==> src/rtl/fence_walk_pkg.sv <==
package fence_walk_pkg;
  typedef enum logic [1:0] {
    WALK_IDLE = 2'd0,
    WALK_INV  = 2'd1,
    WALK_WB   = 2'd2
  } walkState_e;

  // strobes from control to datapath
  typedef struct packed {
    logic idxInc;
    logic invInc;
    logic wbInc;
    logic kendPush;
    logic kendPop;
  } dpStrobes_t;

  localparam logic OP_INV = 1'b0;
  localparam logic OP_WB  = 1'b1;
endpackage

==> src/rtl/fence_walk_dp.sv <==
module fence_walk_dp
  import fence_walk_pkg::*;
#(
  parameter int LINES      = 16,
  parameter int CTX_W      = 4,
  parameter int KEND_DEPTH = 4,
  localparam int IDX_W  = (LINES > 1) ? $clog2(LINES) : 1,
  localparam int CNT_W  = $clog2(2 * LINES + 1),
  localparam int PTR_W  = (KEND_DEPTH > 1) ? $clog2(KEND_DEPTH) : 1,
  localparam int OCC_W  = $clog2(KEND_DEPTH + 1)
) (
  input  logic             clk,
  input  logic             rst_n,
  input  dpStrobes_t       strobes,
  input  logic [CTX_W-1:0] pushCtx,
  input  logic             wbDone,
  input  logic             invDone,
  output logic [IDX_W-1:0] idx,
  output logic             idxLast,
  output logic             wbZero,
  output logic             invZero,
  output logic             fifoFull,
  output logic             fifoEmpty,
  output logic [CTX_W-1:0] headCtx,
  output logic             underflow,
  output logic             retry
);
  logic [CNT_W-1:0] wbCnt, invCnt;
  logic             wbDec, invDec;
  logic [CTX_W-1:0] kendMem [KEND_DEPTH];
  logic [PTR_W-1:0] wrPtr, rdPtr;
  logic [OCC_W-1:0] occ;

  assign idxLast   = (idx == IDX_W'(LINES - 1));
  assign wbZero    = (wbCnt == '0);
  assign invZero   = (invCnt == '0);
  assign wbDec     = wbDone && !wbZero;
  assign invDec    = invDone && !invZero;
  assign underflow = wbDone && wbZero;
  assign fifoFull  = (occ == OCC_W'(KEND_DEPTH));
  assign fifoEmpty = (occ == '0);
  assign headCtx   = kendMem[rdPtr];

  always_ff @(posedge clk) begin
    if (!rst_n) begin
      idx    <= '0;
      wbCnt  <= '0;
      invCnt <= '0;
      retry  <= 1'b0;
    end else begin
      if (strobes.idxInc) idx <= idxLast ? '0 : idx + 1'b1;
      wbCnt  <= wbCnt + CNT_W'(strobes.wbInc) - CNT_W'(wbDec);
      invCnt <= invCnt + CNT_W'(strobes.invInc) - CNT_W'(invDec);
      retry  <= wbDec && (wbCnt == CNT_W'(1)) && !strobes.wbInc;
    end
  end

  // kernel-end queue
  always_ff @(posedge clk) begin
    if (!rst_n) begin
      wrPtr <= '0;
      rdPtr <= '0;
      occ   <= '0;
    end else begin
      if (strobes.kendPush)
        wrPtr <= (wrPtr == PTR_W'(KEND_DEPTH - 1)) ? '0 : wrPtr + 1'b1;
      if (strobes.kendPop)
        rdPtr <= (rdPtr == PTR_W'(KEND_DEPTH - 1)) ? '0 : rdPtr + 1'b1;
      occ <= occ + OCC_W'(strobes.kendPush) - OCC_W'(strobes.kendPop);
    end
  end

  always_ff @(posedge clk) begin
    if (strobes.kendPush) kendMem[wrPtr] <= pushCtx;
  end
endmodule

==> src/rtl/fence_walk_ctrl.sv <==
module fence_walk_ctrl
  import fence_walk_pkg::*;
(
  input  logic       clk,
  input  logic       rst_n,
  input  logic       reqValid,
  input  logic       reqAcq,
  input  logic       reqRel,
  input  logic       reqKernel,
  output logic       reqReady,
  output logic       cmdValid,
  input  logic       cmdReady,
  output logic       cmdOp,
  input  logic       idxLast,
  input  logic       wbZero,
  input  logic       invZero,
  input  logic       fifoFull,
  input  logic       fifoEmpty,
  output logic       kendValid,
  output dpStrobes_t strobes
);
  walkState_e state, stateNext;
  logic       chainWb, chainWbNext;
  logic       idle, kernRel, accept, fire;
  logic       startInv, startWb, chain;

  assign idle     = (state == WALK_IDLE);
  assign kernRel  = reqKernel && reqRel;
  assign reqReady = idle && (wbZero || reqKernel) && !(kernRel && fifoFull);
  assign accept   = reqValid && reqReady;
  assign cmdValid = !idle;
  assign cmdOp    = (state == WALK_WB) ? OP_WB : OP_INV;
  assign fire     = cmdValid && cmdReady;
  assign kendValid = !fifoEmpty && wbZero && (state != WALK_WB);

  always_comb begin
    startInv = 1'b0;
    startWb  = 1'b0;
    chain    = 1'b0;
    if (!wbZero) begin
      startInv = reqKernel && reqAcq && invZero;
    end else if (kernRel) begin
      startWb = 1'b1;
    end else if (reqAcq && reqRel) begin
      startInv = 1'b1;
      chain    = 1'b1;
    end else if (reqRel) begin
      startWb = 1'b1;
    end else if (reqAcq) begin
      startInv = 1'b1;
    end
  end

  always_comb begin
    stateNext   = state;
    chainWbNext = chainWb;
    unique case (state)
      WALK_IDLE: if (accept) begin
        if (startWb) stateNext = WALK_WB;
        else if (startInv) begin
          stateNext   = WALK_INV;
          chainWbNext = chain;
        end
      end
      WALK_INV: if (fire && idxLast) begin
        stateNext   = chainWb ? WALK_WB : WALK_IDLE;
        chainWbNext = 1'b0;
      end
      WALK_WB: if (fire && idxLast) stateNext = WALK_IDLE;
      default: stateNext = WALK_IDLE;
    endcase
  end

  always_comb begin
    strobes.idxInc   = fire;
    strobes.invInc   = fire && (state == WALK_INV);
    strobes.wbInc    = fire && (state == WALK_WB);
    strobes.kendPush = accept && kernRel;
    strobes.kendPop  = kendValid;
  end

  always_ff @(posedge clk) begin
    if (!rst_n) begin
      state   <= WALK_IDLE;
      chainWb <= 1'b0;
    end else begin
      state   <= stateNext;
      chainWb <= chainWbNext;
    end
  end
endmodule

==> src/rtl/acq_rel_walker.sv <==
module acq_rel_walker
  import fence_walk_pkg::*;
#(
  parameter int LINES      = 16,
  parameter int CTX_W      = 4,
  parameter int KEND_DEPTH = 4,
  localparam int IDX_W = (LINES > 1) ? $clog2(LINES) : 1
) (
  input  logic             clk,
  input  logic             rst_n,
  input  logic             reqValid,
  input  logic             reqAcq,
  input  logic             reqRel,
  input  logic             reqKernel,
  input  logic [CTX_W-1:0] reqCtx,
  output logic             reqReady,
  output logic             cmdValid,
  input  logic             cmdReady,
  output logic             cmdOp,
  output logic [IDX_W-1:0] cmdIdx,
  input  logic             wbDone,
  input  logic             invDone,
  output logic             issueEn,
  output logic             retryPulse,
  output logic             kendValid,
  output logic [CTX_W-1:0] kendCtx,
  output logic             errUnderflow
);
  dpStrobes_t strobes;
  logic idxLast, wbZero, invZero, fifoFull, fifoEmpty;

  fence_walk_ctrl i_ctrl (
    .clk(clk), .rst_n(rst_n),
    .reqValid(reqValid), .reqAcq(reqAcq), .reqRel(reqRel), .reqKernel(reqKernel),
    .reqReady(reqReady), .cmdValid(cmdValid), .cmdReady(cmdReady), .cmdOp(cmdOp),
    .idxLast(idxLast), .wbZero(wbZero), .invZero(invZero),
    .fifoFull(fifoFull), .fifoEmpty(fifoEmpty),
    .kendValid(kendValid), .strobes(strobes)
  );

  fence_walk_dp #(.LINES(LINES), .CTX_W(CTX_W), .KEND_DEPTH(KEND_DEPTH)) i_dp (
    .clk(clk), .rst_n(rst_n), .strobes(strobes), .pushCtx(reqCtx),
    .wbDone(wbDone), .invDone(invDone),
    .idx(cmdIdx), .idxLast(idxLast), .wbZero(wbZero), .invZero(invZero),
    .fifoFull(fifoFull), .fifoEmpty(fifoEmpty), .headCtx(kendCtx),
    .underflow(errUnderflow), .retry(retryPulse)
  );

  assign issueEn = wbZero;
endmodule

==> config.mk <==
export PLATFORM = sky130hd
export DESIGN_NAME = acq_rel_walker
export DESIGN_NICKNAME = d
export VERILOG_FILES = /design/src/rtl/fence_walk_pkg.sv /design/src/rtl/fence_walk_dp.sv /design/src/rtl/fence_walk_ctrl.sv /design/src/rtl/acq_rel_walker.sv
export SDC_FILE = /design/constraint.sdc
export NUM_CORES = 1
export LEC_CHECK = 0
export BUFFER_PORTS_ARGS = -buffer_cell sky130_fd_sc_hd__buf_4
export CAP_MARGIN = 40
export CORE_MARGIN = 2
export CORE_UTILIZATION = 52
export DETAILED_ROUTE_END_ITERATION = 8
export PLACE_DENSITY = 0.73
export REMOVE_ABC_BUFFERS = 1
export SYNTH_ARGS = -nofsm -noshare
export SYNTH_HDL_FRONTEND = slang
export SYNTH_SLANG_ARGS = --single-unit
==> constraint.sdc <==
create_clock -name clk -period 2.3 [get_ports clk]
set_clock_uncertainty 0.05 [all_clocks]
set_input_delay 0.115 -clock clk [delete_from_list [all_inputs] [get_ports clk]]
set_output_delay 0.115 -clock clk [all_outputs]
set_load 0.02 [all_outputs]
==> key figures <==
Outcome
  – Status: finished, violations left
  – Failing checks: negative setup slack

Critical path
  – Reg-to-reg critical path startpoint: i_dp.invCnt[3]
  – Reg2reg setup slack: -0.28 ns
  – WP data required: 2.45 ns
  – Worst Setup SP: i_dp.invCnt[3]
  – CP endpoint kind: flop
  – Worst EP arrival: 2.73 ns
  – Crit path launch type: flop
  – Crit-path max FO: 2
  – Kind of critical path: reg -> reg
  – Critical R2R Capture: i_dp.invCnt[4]
  – R2R cell count: 12
  – Crit path to: i_dp.invCnt[4]

Power
  – Peak supply drop: 0.000777 V
  – Pwr Density: 1160 nW/um2
  – Pleak: 1.38 nW

Routing
  – Routed vias: 1915
  – Post-route ant nets: 0
  – DR vias/cell: 5.35
  – Router iterations before antenna repair: 4
  – Routed wire length per instance: 13.3 um
  – DR iter-0 viols: 51
  – Drc violations: 0
  – Total wire length: 4.77 mm

Yosys
  – Yosys top cell area share: 23.8%
  – Area leader, netlist: dfxtp_1
  – Synth unique cells: 47
  – Post-synth ARST share: 0%
  – Cells taking the most area after synthesis: dfxtp_1 24%, edfxtp_1 20%, ha_1 12%
  – Post-Syn Area: 2440 um2
  – Register area share after synthesis: 43.6%
  – Synthesized instance count: 228
  – Synth Area per Inst: 10.7 um2
  – Post-synth EDFFs: 16
  – FF+latch count, synth: 45
  – Synth Flop Type: dfxtp_1
  – Syn. warnings: 0

Clock tree
  – CTS buffer count: 5
  – Clock transition at the registers of the reported paths: 0.09 ns
  – CTS tree: yes
  – Root buf cell: clkbuf_8
  – H-tree levels: 2
  – Clk Latency, worst-skew pair: 0.30 ns
  – CTS max path bufs: 2
  – Clock sinks: 45

GRT
  – Met2 Usage GRT: 33.2%
  – GR peak layer: met2
  – Gr ovfl total: 0
  – First-pass GRT wire length: 7.78 mm
  – Largest net degree at the start of global routing: 35
  – Met1 Track Usage GR: 22.8%
  – GRT Overall Usage: 19.2%
  – Vias in the first global route: 1798
  – GR Util met3: 5.00%
  – Initial antenna violation count: 0

Floorplan
  – Io pins: 28
  – Die extent in y: 72.4 um
  – CORE AREA: 4440 um2
  – Die area: 5250 um2
  – Row count: 24
  – Die Wd: 72.4 um
  – Initial Util: 54.8%

Finish
  – Multi-input logic area: 1410 um2
  – FF+latch area: 1070 um2
  – Share of cells above drive strength 1: 42.2%
  – Final Instance Area: 3310 um2
  – Final net count: 345
  – Fillers: 307
  – # diodes: 0
  – Syn-to-layout area delta: 35.7%

Timing
  – Final setup viols: 7
  – Setup tns final: -1.24 ns
  – Fin. Hold Viols: 0
  – Slew margin rel.: 73.8%
  – Highest Clock Rate: 387 MHz
  – Min Tclk post-route: 2.58 ns
  – Worst-Margin Slew: 0.392 ns
  – Max-slew violation count: 0
  – RSZ-0062 raised after global routing: yes
  – Slack of the critical path: -0.285 ns
  – Final Cycle Share: 112%

Worst hold path
  – Worst Hold Class: in -> reg
  – WHS Path Cells: 3

Placement
  – Quantity of I/O buffers inserted on ports: 27
  – Pre-CTS WS: -0.346 ns
  – Hpwl dp: 3.24 mm
  – Routability congestion estimate: 0.885
  – Placed inst area: 2880 um2

Job
  – Max cap viols: 0
metal layers:
metal	up-vias	wire length [um]
met3	7	187
met5	-	0
met2	44	2430
met1	907	2080
li1	957	-
met4	0	83
cell type report:
| class | count | share of cell area [%] |
|---|---|---|
| multi-input combinational | 153 | 42.6 |
| sequential | 45 | 32.3 |
| timing repair buffer | 74 | 17.3 |
| inverter | 26 | 2.95 |
| clock buffer | 5 | 2.08 |
| tap | 52 | 1.97 |
| clock inverter | 3 | 0.757 |
per-stage QoR:
step / total power, mW / cells / util, % / hold slack [ns]
2_1_floorplan: 2.15 / 224 / - / 0.164
3_3_place_gp: 2.70 / 329 / 64.7 / 0.270
3_5_place_dp: 2.75 / 329 / 64.7 / 0.272
4_1_cts: 3.52 / 348 / 70.9 / 0.0440
5_1_grt: 4.13 / 358 / 74.4 / 0.0588
6_report: 3.82 / 358 / 74.4 / 0.0538
synth_stat cells (2+ instances only):
library cell,n
nand2b_1,3
xor2_1,3
ha_1,24
fa_1,3
o311ai_0,2
nand2_1,11
edfxtp_1,16
or3_1,2
a31oi_1,3
o21ai_0,6
a21o_1,2
a21boi_0,2
nand3_1,6
xnor2_1,4
a21oi_1,7
dfxtp_1,29
nor2_1,10
nor2b_1,8
mux2i_1,4
nand4_1,5
nor3_1,5
o31ai_1,2
inv_1,25
mux4_2,4
and2_1,16
clkbuf_1,3
o211ai_1,2
and2b_1,2
what timing repair did:
action / CTS / global route
endpoints found under the setup margin: 9 / 11
pin swaps: 9 / 19
buffers inserted: 7 / 11
gates resized for setup: 29 / 25
hold endpoints to repair: 16 / 0
hold buffers: 4 / 0
worst min path at each step:
stage / from / end / slack (ns)
CTS: reqAcq / i_ctrl.chainWb / 0.04
global placement: reqCtx[1] / i_dp.kendMem[1][1] / 0.27
floorplan: reqCtx[0] / i_dp.kendMem[0][0] / 0.16
detailed placement: reqCtx[2] / i_dp.kendMem[1][2] / 0.27
global route: reqAcq / i_ctrl.chainWb / 0.06
finish: reqAcq / i_ctrl.chainWb / 0.05
sequential cells by signal, indices dropped and copies added (netlist names), named ones only:
register        flops
i_dp.kendMem       16
i_dp.wrPtr          2
i_dp.wbCnt          6
i_dp.retry          1
i_ctrl.state        2
i_dp.occ            3
i_ctrl.chainWb      1
i_dp.invCnt         6
i_dp.rdPtr          2
i_dp.idx            4
worst max-delay path, cell delays in order, from the launching register on:
cell,delay [ns]
dfxtp_2,0.33
inv_2,0.07
ha_4,0.12
nor4bb_4,0.28
and2b_1,0.23
ha_1,0.30
inv_2,0.05
ha_4,0.15
fa_2,0.35
a21oi_2,0.17
nor2_2,0.06
nor3_1,0.14
and3b_1,0.19
kinds of logic after synthesis:
| logic type | after synthesis | synth area share [%] |
|---|---|---|
| xor gates and xnor gates | 7 | 2.52 |
| adders and majority gates | 27 | 14.8 |
| AOI/OAI and AO/OA | 33 | 9.45 |
| buffers and inverters | 30 | 4.93 |
| muxes | 9 | 5.91 |
| and+or+nand+nor | 77 | 18.8 |
| DFF | 45 | 43.6 |
power breakdown:
group | total, mW | switching (mW) | internal, mW
combinational | 2.25 | 1.02 | 1.23
sequential | 1.06 | 0.0864 | 0.975
clock | 0.506 | 0.287 | 0.219
total | 3.82 | 1.40 | 2.42
placed cells by master, fill, tap and decap left out, types with 2 or more instances in the layout:
cell,instances
o31ai_1,2
and2_1,15
o311ai_1,2
dlygate4sd3_1,4
inv_1,13
a21oi_1,3
mux2i_1,4
nand3_1,6
fa_2,3
clkbuf_8,5
nand2b_1,3
a31oi_1,3
buf_4,68
ha_1,15
o21ai_0,4
xnor2_1,3
or3_1,2
nand2_1,11
nor3_1,5
nor2_1,9
xor2_1,3
mux4_2,4
ha_2,2
buf_6,2
a21oi_2,3
a21boi_0,2
dfxtp_1,23
and2b_1,2
a21o_1,2
edfxtp_1,16
o211ai_1,2
nand4_1,5
nor2b_1,8
inv_2,13
ha_4,7
dfxtp_2,6
(Power assumes the default switching activity.)
